==> src/rtl/wdt_pkg.sv <==
package wdt_pkg;
   localparam int unsigned WDT_DATA_W   = 8;
   localparam int unsigned WDT_CNT_W    = 4;
   localparam int unsigned WDT_TRIP     = 8;
   localparam int unsigned WDT_KEY_ARM  = 'h0A;
   localparam int unsigned WDT_KEY_FIRE = 'h03;
endpackage

==> src/rtl/wdt_en_ctl.sv <==
module wdt_en_ctl #(
   parameter bit STICKY = 1'b1
) (
   input  logic clk_i,
   input  logic rst_ni,
   input  logic set_i,
   output logic en_o
);
   logic en_q;

   generate
      if (STICKY) begin : g_sticky
         always_ff @(posedge clk_i or negedge rst_ni) begin
            if (!rst_ni) en_q <= 1'b0;
            else         en_q <= en_q | set_i;
         end
      end else begin : g_level
         always_ff @(posedge clk_i or negedge rst_ni) begin
            if (!rst_ni) en_q <= 1'b0;
            else         en_q <= set_i;
         end
      end
   endgenerate

   assign en_o = en_q;
endmodule

==> src/rtl/wdt_key_seq.sv <==
module wdt_key_seq #(
   parameter int unsigned DATA_W   = 8,
   parameter int unsigned ARM_KEY  = 'h0A,
   parameter int unsigned FIRE_KEY = 'h03
) (
   input  logic              clk_i,
   input  logic              rst_ni,
   input  logic              wr_i,
   input  logic [DATA_W-1:0] wdata_i,
   input  logic              block_i,
   output logic              armed_o,
   output logic              clear_o
);
   localparam logic [DATA_W-1:0] ARM_V  = DATA_W'(ARM_KEY);
   localparam logic [DATA_W-1:0] FIRE_V = DATA_W'(FIRE_KEY);

   logic armed_q;

   initial begin
      if (ARM_KEY == FIRE_KEY) $fatal(1, "wdt_key_seq: keys must differ");
      if (ARM_KEY >= (1 << DATA_W) || FIRE_KEY >= (1 << DATA_W))
         $fatal(1, "wdt_key_seq: key wider than data bus");
   end

   always_ff @(posedge clk_i or negedge rst_ni) begin
      if (!rst_ni)   armed_q <= 1'b0;
      else if (wr_i) armed_q <= (wdata_i == ARM_V);
   end

   assign armed_o = armed_q;
   assign clear_o = wr_i && (wdata_i == FIRE_V) && armed_q && !block_i;
endmodule

==> src/rtl/wdt_counter.sv <==
module wdt_counter #(
   parameter int unsigned CNT_W = 4,
   parameter int unsigned TRIP  = 8
) (
   input  logic             clk_i,
   input  logic             rst_ni,
   input  logic             en_i,
   input  logic             tick_i,
   input  logic             clear_i,
   output logic [CNT_W-1:0] cnt_o,
   output logic             trip_o
);
   localparam logic [CNT_W-1:0] TRIP_V = CNT_W'(TRIP);

   logic [CNT_W-1:0] cnt_q;
   logic             at_trip;

   initial begin
      if (TRIP == 0 || TRIP >= (1 << CNT_W))
         $fatal(1, "wdt_counter: trip value does not fit counter");
   end

   assign at_trip = (cnt_q == TRIP_V);

   always_ff @(posedge clk_i or negedge rst_ni) begin
      if (!rst_ni)                        cnt_q <= '0;
      else if (clear_i && !at_trip)       cnt_q <= '0;
      else if (en_i && tick_i && !at_trip) cnt_q <= cnt_q + 1'b1;
   end

   assign cnt_o  = cnt_q;
   assign trip_o = at_trip;
endmodule

==> src/rtl/wdt_keyclr.sv <==
module wdt_keyclr
   import wdt_pkg::*;
#(
   parameter int unsigned DATA_W    = WDT_DATA_W,
   parameter int unsigned CNT_W     = WDT_CNT_W,
   parameter int unsigned TRIP      = WDT_TRIP,
   parameter int unsigned ARM_KEY   = WDT_KEY_ARM,
   parameter int unsigned FIRE_KEY  = WDT_KEY_FIRE,
   parameter bit          EN_STICKY = 1'b1
) (
   input  logic              clk_i,
   input  logic              rst_ni,
   input  logic              wd_enable_i,
   input  logic              tick_i,
   input  logic              reg_wr_i,
   input  logic              reg_rd_i,
   input  logic [DATA_W-1:0] reg_wdata_i,
   output logic [DATA_W-1:0] reg_rdata_o,
   output logic              reset_req_o
);
   logic             en_w;
   logic             armed_w;
   logic             clear_w;
   logic             trip_w;
   logic [CNT_W-1:0] cnt_w;

   initial begin
      if (CNT_W > DATA_W) $fatal(1, "wdt_keyclr: count wider than data bus");
   end

   wdt_en_ctl #(.STICKY(EN_STICKY)) u_en (
      .clk_i (clk_i),
      .rst_ni(rst_ni),
      .set_i (wd_enable_i),
      .en_o  (en_w)
   );

   wdt_key_seq #(.DATA_W(DATA_W), .ARM_KEY(ARM_KEY), .FIRE_KEY(FIRE_KEY)) u_key (
      .clk_i  (clk_i),
      .rst_ni (rst_ni),
      .wr_i   (reg_wr_i),
      .wdata_i(reg_wdata_i),
      .block_i(trip_w),
      .armed_o(armed_w),
      .clear_o(clear_w)
   );

   wdt_counter #(.CNT_W(CNT_W), .TRIP(TRIP)) u_cnt (
      .clk_i  (clk_i),
      .rst_ni (rst_ni),
      .en_i   (en_w),
      .tick_i (tick_i),
      .clear_i(clear_w),
      .cnt_o  (cnt_w),
      .trip_o (trip_w)
   );

   assign reg_rdata_o = reg_rd_i ? DATA_W'(cnt_w) : '0;
   assign reset_req_o = trip_w;
endmodule

==> config.mk <==
export PLATFORM = sky130hd
export DESIGN_NAME = wdt_keyclr
export DESIGN_NICKNAME = d
export VERILOG_FILES = /design/src/rtl/wdt_pkg.sv /design/src/rtl/wdt_en_ctl.sv /design/src/rtl/wdt_key_seq.sv /design/src/rtl/wdt_counter.sv /design/src/rtl/wdt_keyclr.sv
export SDC_FILE = /design/constraint.sdc
export NUM_CORES = 1
export LEC_CHECK = 0
export ABC_AREA = 1
export CORE_AREA = 2 2 39 41
export CTS_BUF_LIST = sky130_fd_sc_hd__clkbuf_4 sky130_fd_sc_hd__clkbuf_8 sky130_fd_sc_hd__clkbuf_16
export CTS_CLUSTER_SIZE = 20
export DETAILED_ROUTE_END_ITERATION = 8
export DIE_AREA = 0 0 41 43
export DONT_BUFFER_PORTS = 1
export PLACE_DENSITY = 0.5
export REMOVE_ABC_BUFFERS = 1
export SYNTH_ARGS = -nofsm -noshare
export SYNTH_HDL_FRONTEND = slang
export SYNTH_SLANG_ARGS = --single-unit
==> constraint.sdc <==
create_clock -name clk_i -period 1.55 [get_ports clk_i]
set_input_delay 0.3875 -clock clk_i [delete_from_list [all_inputs] [get_ports clk_i]]
set_output_delay 0.3875 -clock clk_i [all_outputs]
set_load 0.02 [all_outputs]
# Word level (Yosys, flattened, before mapping)
# Index checks and enable logic that the tools add are counted.
dict set report op_classes {
  n_reduce_logical 8
  n_addsub 1
  mux 3
  eq_ne 3
  n_bitwise 1
}
# cell count
set ops {}
lappend ops {{$mux W4} 3}
lappend ops {{$eq A8 B2 Y1 const B} 1}
lappend ops {{$eq A8 B4 Y1 const B} 1}
lappend ops {{$logic_and A1 B1 Y1} 6}
lappend ops {{$add A4 B1 Y4 const B} 1}
lappend ops {{$eq A4 B4 Y1 const B} 1}
lappend ops {{$reduce_bool A2 Y1} 1}
lappend ops {{$logic_not A1 Y1} 1}
lappend ops {{$or A1 B1 Y1} 1}
dict set report totals {
  in_bits 14
  out_inout_bits 9
  reg_bits 6
}

# Longest topological paths before layout
dict set report depth {
  ltp_word 6
  mapped_depth 8
}

# Cells and area by module
# Synthesis repeated with hierarchy kept, for this count alone.
dict set report unflattened {
  cells_unflattened 78
  hier_area_um2 480.5
}
# module instances area_per_inst_um2 cells_each seq_area_each_um2
set by_module_without_submodules {}
lappend by_module_without_submodules {wdt_counter 1 264.0 37 100.1}
lappend by_module_without_submodules {wdt_key_seq 1 116.4 24 25.0}
lappend by_module_without_submodules {wdt_keyclr 1 63.8 13 0.0}
lappend by_module_without_submodules {wdt_en_ctl 1 36.3 4 25.0}

# Worst setup path after synthesis
# OpenSTA, ideal clock, no wires.
dict set report synth_timing {
  path_kind {reg-to-output}
  from {reg u_cnt.cnt_q[0] (netlist: u_cnt.cnt_o[0])}
  to {out reset_req_o}
  required_ps 1162
  setup_slack_ps 159
  stages_incl_launch_ff 5
  arrival_time_ps 1004
  n_path_buf 0
  path_cell_list {dfrtp_1 inv_1 ha_1 nand2_1 nor2_1}
}
dict set report synth_between {
  elab_chain_len 1
}
# item line
set synth_lines {}
lappend synth_lines {{from (decl)} wdt_counter.sv:15} ;# logic [CNT_W-1:0] cnt_q;
lappend synth_lines {{from (signal assigned)} wdt_counter.sv:28} ;# else if (en_i && tick_i && !at_trip) cnt_q <= cnt_q + 1'b1;
lappend synth_lines {{$eq A4 B4 Y1} wdt_counter.sv:23} ;# assign at_trip = (cnt_q == TRIP_V);
lappend synth_lines {{to (decl)} wdt_keyclr.sv:19} ;# output logic reset_req_o
# No other way between the ends.

# Worst setup path after layout
# Ends and elaborated chain as after synthesis.

==> results.json <==
{
  "drive_gt1_share_pct": 30.86,
  "ys_ff_latch": 6,
  "drtPass1Iterations": 2,
  "cp.arrival_ns": 1.11,
  "dpl.hpwl_um": 677.6,
  "grt.overflow.total": 0,
  "drt_iter0_drc": 6,
  "grt_pass1_wl_um": 1414,
  "cts_sinks": 6,
  "vias_per_cell": 4.351,
  "rrSetupSlack_ns": 0.34,
  "cts_tree": "built",
  "finalCritPeriodShare_pct": 96.50,
  "dieArea_mm2": 0.001763,
  "ios": 23,
  "p_leak_nw": 0.3368,
  "hold_path_class": "in -> reg",
  "clockBufferDepth": 2,
  "r2r-start": "u_cnt.cnt_o[0]",
  "num-nets-final": 99,
  "worstPathBufferInverterCount": 2,
  "yosys_warnings": 0,
  "yosysMostFrequentCell": "nand2_1",
  "crit_path_end": "reset_req_o",
  "core_mm2": 0.001384,
  "fillCellCount": 142,
  "synthesis.area_um2": 498.0,
  "wirelength_um": 907,
  "placedInstanceArea_um2": 506.7,
  "antenna_found_initial": 0,
  "fin_cells": 97,
  "synth_common_cells": "nand2_1 (23), inv_1 (11), dfrtp_1 (6), nor2_1 (6), nand3_1 (5)",
  "peakVddDrop_v": 0.0004437,
  "postSynthAreaPerCell_um2": 6.916,
  "synth_ff_type": "dfrtp_1",
  "worst_r2r_path_depth": 7,
  "yosysUniqueCellTypes": 18,
  "fp.dieW_um": 41,
  "worstSkewPairLatency_ns": 0.24,
  "fin_ws_ns": 0.05429,
  "status": "complete, no violations",
  "cts.clk_slew.worst_paths_ns": 0.04,
  "dp_slack_ns": 0.1824,
  "critPathLaunch": "u_cnt.cnt_o[0]",
  "port_buffers": 0,
  "grt_use_total_pct": 11.84,
  "gp_congestion": 0.6926,
  "hold_slack_ns": 0.2620,
  "fin_crit_ns": 1.496,
  "cp-end-kind": "output port",
  "start_util_pct": 35.99,
  "slowest_stage": "dfrtp_1",
  "die-height_um": 43,
  "rows": 14,
  "cts-root-buf": "clkbuf_4",
  "dp.cells": 88,
  "fmax_ghz": 0.6686,
  "worstPathCellList": "inv_2 -> ha_4 -> nand2_2 -> nor2_4 -> buf_6",
  "cp_top_family": "flip-flops",
  "wl_per_cell_um": 9.351,
  "crit_type": "reg -> out",
  "clock_skew_ns": 0.0003553,
  "stdcell_area_um2": 603.1,
  "num_antenna_cells": 0,
  "hold_viol": 0,
  "grt_pass1_vias": 350,
  "synth_cells": 72,
  "synth-edff-count": 0,
  "cp-start-kind": "flip-flop",
  "yosysTopAreaCellShare_pct": 30.15,
  "drv_cap": 0,
  "ys_top_cells_by_area": "dfrtp_1 (30%), nand2_1 (17%), inv_1 (8.3%), nand3_2 (6.0%), buf_4 (6.0%)",
  "async_flop_share_pct": 100.0,
  "via_count": 422,
  "grt_max_degree": 8,
  "cp.required_ns": 1.16,
  "path_depth": 5,
  "syn2layout_area_growth_pct": 21.11,
  "route.detailed.drc": 0,
  "drtAntennaViolNets": 0,
  "reg2reg_to": "u_cnt.cnt_o[2]",
  "numCtsBuffers": 3,
  "max_stage_delay_ns": 0.39,
  "cts-htree-levels": 1,
  "worstPathMaxFanout": 2,
  "setup_viol": 0,
  "yosysSeqAreaShare_pct": 30.15,
  "maxSlewViolCount": 0,
  "yosys.area.top_type": "dfrtp_1",
  "power_density_mw_per_mm2": 1533
}
[cells by family after synthesis]
kind of cell / after synthesis / share of synthesized area (%)
adders and majority gates: 2 / 5.024
buffers and inverters: 17 / 15.83
DFF: 6 / 30.15
other: 1 / 0.7530
and+or+nand+nor: 46 / 48.24
[where the power goes]
part           leakage [nW]  switching [mW]  internal (mW)  total (mW)
clock network        0.0138          0.0509         0.0872       0.138
registers            0.0682          0.0647          0.210       0.275
logic                 0.255           0.289          0.223       0.512
[worst min-delay path by stage]
stage / from / to / depth (start not counted)
after floorplan: rst_ni / u_cnt.cnt_o[0] / 0
after global placement: rst_ni / u_en.en_o / 0
after detailed placement: rst_ni / u_en.en_o / 0
after CTS: wd_enable_i / u_en.en_o / 1
after global routing: wd_enable_i / u_en.en_o / 1
final: wd_enable_i / u_en.en_o / 1
[stage by stage]
stage                 TNS, ns  utilization (%)  power (mW)
finish                      0            43.58      0.9244
global placement            0            36.62      0.6147
global route        -0.002601            43.58       1.026
floorplan                   0                -      0.5538
CTS                         0            40.96      0.8367
detailed placement          0            36.62      0.6146
[cells in the final DEF, fill, tap and decap left out]
cell | Yosys | routed
conb_1 | 1 | 4
nand3_1 | 5 | 5
nor2_1 | 6 | 5
nand2_2 | 1 | 2
nand3_2 | 3 | 3
and2_1 | 1 | 1
ha_1 | 2 | 1
buf_4 | 4 | 5
dlygate4sd3_1 | 0 | 1
ha_4 | 0 | 1
nand2_1 | 23 | 22
dfrtp_1 | 6 | 6
clkbuf_4 | 0 | 3
inv_2 | 2 | 4
nand4_1 | 1 | 1
inv_1 | 11 | 9
nor2_4 | 1 | 2
or2_2 | 1 | 1
nor2_2 | 2 | 2
nor3b_1 | 1 | 1
buf_6 | 0 | 1
nor2_8 | 1 | 1
[area by class of cell]
cell class | instances | area, um2 | area share [%]
multi-input combinational | 52 | 302.8 | 50.21
inverter | 13 | 48.80 | 8.091
clock buffer | 3 | 22.52 | 3.734
sequential | 6 | 150.1 | 24.90
tap | 16 | 20.02 | 3.320
timing repair buffer | 7 | 58.81 | 9.751
[layer usage]
metal | vias up | track usage (%) | wire (um)
met5 | - | 0 | 0
met4 | 0 | 6.000 | 0
met3 | 0 | 3.141 | 50
met2 | 15 | 16.25 | 445
met1 | 179 | 16.50 | 412
li1 | 228 | - | -
[timing repair]
| item | CTS | global route |
|---|---|---|
| setup buffers | 2 | 3 |
| endpoints found under the setup margin | 1 | 1 |
| gates resized for setup | 3 | 5 |
| endpoints found under the hold margin | 6 | 0 |
| pin swaps | 1 | 2 |
| hold buffers | 1 | 0 |
[sequential cells by signal, indices dropped and copies added (netlist names)]
register,count
u_cnt.cnt_o,4
u_en.en_o,1
u_key.armed_o,1
Power figures use the tool's default switching activity.
